## src/rtl/handoff_pkg.sv

```systemverilog
package handoff_pkg;

  typedef enum logic [1:0] {
    ACQ_IDLE,
    ACQ_WAIT_AS,
    ACQ_SETUP,
    ACQ_WAIT_DATA
  } acq_state_t;

  typedef enum logic [1:0] {
    REL_IDLE,
    REL_OWN,
    REL_HOLD,
    REL_PARK
  } rel_state_t;

endpackage

```

## src/rtl/handoff_tick_cnt.sv

```systemverilog
module handoff_tick_cnt #(
  parameter int W = 3
) (
  input  logic         clk,
  input  logic         rst_n,
  input  logic         clr,
  input  logic         en,
  output logic [W-1:0] cnt
);

  logic [W-1:0] cnt_d;

  always_comb begin
    cnt_d = cnt;
    if (clr)     cnt_d = '0;
    else if (en) cnt_d = cnt + 1'b1;
  end

  always_ff @(posedge clk or negedge rst_n) begin
    if (!rst_n) cnt <= '0;
    else        cnt <= cnt_d;
  end

endmodule

```

## src/rtl/handoff_acquire.sv

```systemverilog
module handoff_acquire
  import handoff_pkg::*;
#(
  parameter int SETUP_CYCLES = 4
) (
  input  logic clk,
  input  logic rst_n,
  input  logic grant_in,
  input  logic as_line,
  input  logic rel_idle,
  input  logic first_is_write,
  input  logic dtack_line,
  input  logic berr_line,
  output logic acq_drive,
  output logic acq_done
);

  localparam int CW = $clog2(SETUP_CYCLES + 1);
  localparam logic [CW-1:0] LAST = CW'(SETUP_CYCLES - 1);

  acq_state_t   state_q, state_d;
  logic [CW-1:0] cnt;
  logic          in_setup;
  logic          lines_idle;

  assign in_setup   = (state_q == ACQ_SETUP);
  assign lines_idle = dtack_line & berr_line;

  handoff_tick_cnt #(.W(CW)) u_setup_cnt (
    .clk   (clk),
    .rst_n (rst_n),
    .clr   (!in_setup),
    .en    (in_setup),
    .cnt   (cnt)
  );

  always_comb begin
    state_d  = state_q;
    acq_done = 1'b0;
    unique case (state_q)
      ACQ_IDLE: begin
        if (grant_in && rel_idle) state_d = as_line ? ACQ_SETUP : ACQ_WAIT_AS;
      end
      ACQ_WAIT_AS: begin
        if (!grant_in)    state_d = ACQ_IDLE;
        else if (as_line) state_d = ACQ_SETUP;
      end
      ACQ_SETUP: begin
        if (cnt == LAST) begin
          if (first_is_write && !lines_idle) begin
            state_d = ACQ_WAIT_DATA;
          end else begin
            state_d  = ACQ_IDLE;
            acq_done = 1'b1;
          end
        end
      end
      ACQ_WAIT_DATA: begin
        if (lines_idle) begin
          state_d  = ACQ_IDLE;
          acq_done = 1'b1;
        end
      end
      default: state_d = ACQ_IDLE;
    endcase
  end

  always_ff @(posedge clk or negedge rst_n) begin
    if (!rst_n) state_q <= ACQ_IDLE;
    else        state_q <= state_d;
  end

  assign acq_drive = (state_q == ACQ_SETUP) || (state_q == ACQ_WAIT_DATA);

endmodule

```

## src/rtl/handoff_release.sv

```systemverilog
module handoff_release
  import handoff_pkg::*;
#(
  parameter int PARK_CYCLES = 3
) (
  input  logic clk,
  input  logic rst_n,
  input  logic acq_done,
  input  logic seq_as_low,
  input  logic final_xfer_started,
  input  logic last_ack,
  input  logic as_park_high,
  output logic rel_idle,
  output logic owned,
  output logic as_en,
  output logic as_lvl,
  output logic busy_rel
);

  localparam int CW = $clog2(PARK_CYCLES + 1);
  localparam logic [CW-1:0] LAST = CW'(PARK_CYCLES - 1);

  rel_state_t    state_q, state_d;
  logic          final_q, final_d;
  logic [CW-1:0] cnt;
  logic          in_park;

  assign in_park = (state_q == REL_PARK);

  handoff_tick_cnt #(.W(CW)) u_park_cnt (
    .clk   (clk),
    .rst_n (rst_n),
    .clr   (!in_park),
    .en    (in_park),
    .cnt   (cnt)
  );

  always_comb begin
    state_d = state_q;
    unique case (state_q)
      REL_IDLE: if (acq_done)             state_d = REL_OWN;
      REL_OWN:  if (final_q && last_ack)  state_d = REL_HOLD;
      REL_HOLD: state_d = as_park_high ? REL_PARK : REL_IDLE;
      REL_PARK: if (cnt == LAST)          state_d = REL_IDLE;
      default:  state_d = REL_IDLE;
    endcase
  end

  always_comb begin
    final_d = final_q;
    if (state_q == REL_OWN && final_xfer_started && seq_as_low) final_d = 1'b1;
    if (state_d == REL_IDLE) final_d = 1'b0;
  end

  always_ff @(posedge clk or negedge rst_n) begin
    if (!rst_n) begin
      state_q <= REL_IDLE;
      final_q <= 1'b0;
    end else begin
      state_q <= state_d;
      final_q <= final_d;
    end
  end

  always_comb begin
    as_lvl = 1'b1;
    unique case (state_q)
      REL_OWN:  as_lvl = !seq_as_low;
      REL_HOLD: as_lvl = 1'b0;
      default:  as_lvl = 1'b1;
    endcase
  end

  assign rel_idle = (state_q == REL_IDLE);
  assign owned    = (state_q == REL_OWN);
  assign as_en    = !rel_idle;
  assign busy_rel = final_q;

endmodule

```

## src/rtl/bus_handoff_ctrl.sv

```systemverilog
module bus_handoff_ctrl #(
  parameter int SETUP_CYCLES = 4,
  parameter int PARK_CYCLES  = 3
) (
  input  logic clk,
  input  logic rst_n,
  input  logic grant_in,
  input  logic as_line,
  input  logic dtack_line,
  input  logic berr_line,
  input  logic first_is_write,
  input  logic seq_as_low,
  input  logic seq_data_oe,
  input  logic final_xfer_started,
  input  logic last_ack,
  input  logic as_park_high,
  output logic ctl_oe,
  output logic as_oe,
  output logic as_drive,
  output logic data_oe,
  output logic busy_rel,
  output logic bus_owned
);

  logic acq_drive, acq_done;
  logic rel_idle, owned, rel_as_en, rel_as_lvl;

  handoff_acquire #(.SETUP_CYCLES(SETUP_CYCLES)) u_acq (
    .clk            (clk),
    .rst_n          (rst_n),
    .grant_in       (grant_in),
    .as_line        (as_line),
    .rel_idle       (rel_idle),
    .first_is_write (first_is_write),
    .dtack_line     (dtack_line),
    .berr_line      (berr_line),
    .acq_drive      (acq_drive),
    .acq_done       (acq_done)
  );

  handoff_release #(.PARK_CYCLES(PARK_CYCLES)) u_rel (
    .clk                (clk),
    .rst_n              (rst_n),
    .acq_done           (acq_done),
    .seq_as_low         (seq_as_low),
    .final_xfer_started (final_xfer_started),
    .last_ack           (last_ack),
    .as_park_high       (as_park_high),
    .rel_idle           (rel_idle),
    .owned              (owned),
    .as_en              (rel_as_en),
    .as_lvl             (rel_as_lvl),
    .busy_rel           (busy_rel)
  );

  assign ctl_oe    = acq_drive | owned;
  assign as_oe     = acq_drive | rel_as_en;
  assign as_drive  = rel_as_en ? rel_as_lvl : 1'b1;
  assign data_oe   = owned & seq_data_oe;
  assign bus_owned = owned;

endmodule

```

## config.mk

```make
export PLATFORM = sky130hd
export DESIGN_NAME = bus_handoff_ctrl
export DESIGN_NICKNAME = d
export VERILOG_FILES = /design/src/rtl/handoff_pkg.sv /design/src/rtl/handoff_tick_cnt.sv /design/src/rtl/handoff_acquire.sv /design/src/rtl/handoff_release.sv /design/src/rtl/bus_handoff_ctrl.sv
export SDC_FILE = /design/constraint.sdc
export NUM_CORES = 1
export LEC_CHECK = 0
export BUFFER_PORTS_ARGS = -buffer_cell sky130_fd_sc_hd__buf_2
export CORE_AREA = 3 3 40 42
export DETAILED_ROUTE_END_ITERATION = 10
export DIE_AREA = 0 0 43 45
export MAX_ROUTING_LAYER = met4
export PLACE_DENSITY_LB_ADDON = 0.08
export SLEW_MARGIN = 40
export SYNTH_ARGS = -nofsm -noshare
export SYNTH_HDL_FRONTEND = slang
export SYNTH_SLANG_ARGS = --single-unit
```

## constraint.sdc

```tcl
create_clock -name clk -period 1.5 [get_ports clk]
set_input_delay 0.15 -clock clk [delete_from_list [all_inputs] [get_ports clk]]
set_output_delay 0.15 -clock clk [all_outputs]
set_load 0.05 [all_outputs]
```

==> out/metrics.cfg <==
[outcome]
outcome=finished clean

[timing]
setup_violations=0
totalNegativeSetupSlack_ns=0
period_needed_ns=1.445
rsz0062_at_grt=no
finalHoldViolations=0
max_slew_margin=0.8304
tightestPinTransition_ns=0.2518
report.final.slew_viol_count=0
timing.fmax_ghz=0.6921
period_share=0.9632
finClkSkew_ns=0.001264

[final_layout]
fin_area_um2=698.2
seqCellArea_um2=252.7
nets=94
diodes=0
fillers=122
multiInputGateArea_um2=265.3
synthToLayoutAreaGrowth_pct=30.99
finish.utilization=0.5433
drive_above_1_share=0.3462
fin_cells=93

[floorplanning]
die_area_mm2=0.001935
die_h_um=45
ioPinCount=18
die_w_um=43
start_util=0.4148
core_area_mm2=0.001285
rows=13

[synthesis]
synthMuxAreaShare=0
synthXorXnorAreaFrac=0
synthTopCellsByArea=dfrtp_1 47%, ha_1 7.0%, nor2_1 5.6%
synth_compound_area_frac=0.1737
synth_edf_count=0
ys_ff_latch=10
syn_nets=71
yosys.area.top_type=dfrtp_1
synth_area_um2=533.0
synth.distinct_cells=25
synth-main-ff-cell=dfrtp_1
async_reset_ff_frac=1.000
synthAdderAreaFrac=0.07042
avgSynthCellArea_um2=9.518
ys_seq_area_frac=0.4695
synthCells=56
synthSimpleGateAreaFrac=0.2371
synth_top_area_share=0.4695
ys_warn_count=0
synth_top_family_by_area=simple AND/OR/NAND/NOR gates

[detailed_routing]
dr.pass1.iters=4
avgViaCountPerCell=4.946
drt-total-wl_um=1029
drc=0
drtAntennaViolNets=0
wl_per_cell_um=11.06
drt_iter0_drc=6
vias=460

[grt]
grt_max_degree=11
antenna_found_initial=0
grt_pass1_wl_um=1828
grt-ovfl-total=0
first_global_vias=441
grt.total_usage=0.1323

[setup_path]
critPathLaunchType=flip-flop
crit_path_end_kind=primary output
cp_slowest_cell=dfrtp_2
startpoint=u_rel.state_q[0]$_DFF_PN0_
endpoint=ctl_oe
critPathKind=flip-flop to primary output
worst_path_largest_cell_delay_ns=0.43
crit_cells=3
crit_family=flip-flops
reg2regPathDepth=3
r2r_start=u_rel.state_q[1]$_DFF_PN0_
required_ns=1.35
cp_cell_sequence=nor2b_4 -> or2_2 -> buf_4
path_max_fanout=6
critPathBufInv=1
rr_endpoint=u_rel.busy_rel$_DFFE_PN0P_
cp.arrival_ns=1.29
r2r_slack_ns=0.16

[cts]
cts_tree=done
clk_pin_slew_ns=0.07
max-clock-path-buffers=2
cts_sinks=10
clockRootBuffer=clkbuf_4
clk_latency_ns=0.26
htreeDepth=1
cts_buffers=3

[power_and_ir_drop]
power.density_mw_per_mm2=2191
vdd_drop_max_mv=1.034
p_leak_nw=0.3580
total_power_mw=1.529

[min_path]
hold_path_class=input port to flip-flop

[placed_design]
place_area_um2=634.4
portBuffers=17
dp.cells=87
place_congestion=0.6767
hpwl_um=812.8

[run]
drv_cap=0

-- area by class of cell --
type	instances	share of cell area
multi-input cells	41	0.3799
flip-flops and latches	10	0.3620
repair buffers	19	0.1577
clock buffers	4	0.05197
well taps	15	0.02688
inverters	4	0.02151
-- routing by layer --
metal  part of all wire  vias to the layer above  GRT usage  routed length (um)
met1               0.43                      200     0.1583                 446
met3               0.10                        2    0.04382                 106
met5                  0                        -          -                   0
met4             0.0078                        0    0.07229                   8
li1                   -                      235          -                   -
met2               0.45                       23     0.1976                 468
-- layout by cell type (no fill, tap or decap), drive strengths merged --
cell	netlist	final
a21boi	1	1
nand2	4	4
nand2b	2	2
clkbuf	0	4
or3	1	1
a221o	1	1
dlygate4sd3	0	1
a31oi	1	1
a2bb2oi	1	1
or2b	1	1
inv	4	4
o32ai	1	1
a21o	1	1
and3b	1	1
nand3	1	1
o21ai	4	4
dlymetal6s2s	0	1
nor2	8	8
buf	1	17
or3b	1	1
nor2b	2	2
a21oi	4	4
and2	1	1
nand3b	1	1
or2	1	1
dfrtp	10	10
ha	3	3
-- metrics by stage --
| step | setup slack, ns | hold WS (ns) |
|---|---|---|
| 6_report | 0.05520 | 0.09898 |
| 5_1_grt | 0.004560 | 0.1038 |
| 4_1_cts | 0.01203 | 0.09015 |
| 3_5_place_dp | 0.1430 | 0.02692 |
| 3_3_place_gp | 0.1976 | 0.01991 |
| 2_1_floorplan | -0.07977 | -0.1456 |
-- synthesized netlist by cell type (2+ instances only) --
cell type / count
dfrtp_1: 10
nor2_1: 8
inv_1: 4
nand2_1: 4
o21ai_0: 4
a21oi_1: 3
ha_1: 3
nand2b_1: 2
nor2b_1: 2
-- registers in the layout (all words and copies together) (netlist names) --
register	count
u_acq.u_setup_cnt.cnt	3
u_acq.state_q	2
u_rel.state_q	2
u_rel.u_park_cnt.cnt	2
u_rel.busy_rel	1
-- worst min-delay path by stage --
stage             from                      endpoint  cells after the start
6_report       as_line  u_acq.state_q[0]$_DFFE_PN0P_                      2
5_1_grt        as_line  u_acq.state_q[0]$_DFFE_PN0P_                      2
4_1_cts        as_line  u_acq.state_q[0]$_DFFE_PN0P_                      2
3_5_place_dp     rst_n    u_rel.busy_rel$_DFFE_PN0P_                      1
3_3_place_gp     rst_n    u_rel.busy_rel$_DFFE_PN0P_                      1
2_1_floorplan    rst_n  u_acq.state_q[0]$_DFFE_PN0P_                      0
-- cells by family (layout without fill, tap and decap cells) --
| kind of cell | count (synthesis) | after routing |
|---|---|---|
| AO/OA/AOI/OAI | 14 | 14 |
| adder cells (fa/ha/maj) | 3 | 3 |
| buffers and inverters | 5 | 27 |
| flip-flops | 10 | 10 |
| AND/OR/NAND/NOR | 24 | 24 |
-- report_power, final --
part,internal (mW),switching (mW)
sequential,0.365,0.105
combinational,0.295,0.527
clock,0.147,0.0904
-- what timing repair did --
action / 4_1_cts / 5_1_grt
endpoints found under the hold margin: 10 / 0
setup buffers: 0 / 1
hold buffers: 1 / 0
setup endpoints to repair: 1 / 4
resized for setup: 2 / 1
Note: power is estimated with default switching activity, not from simulation.
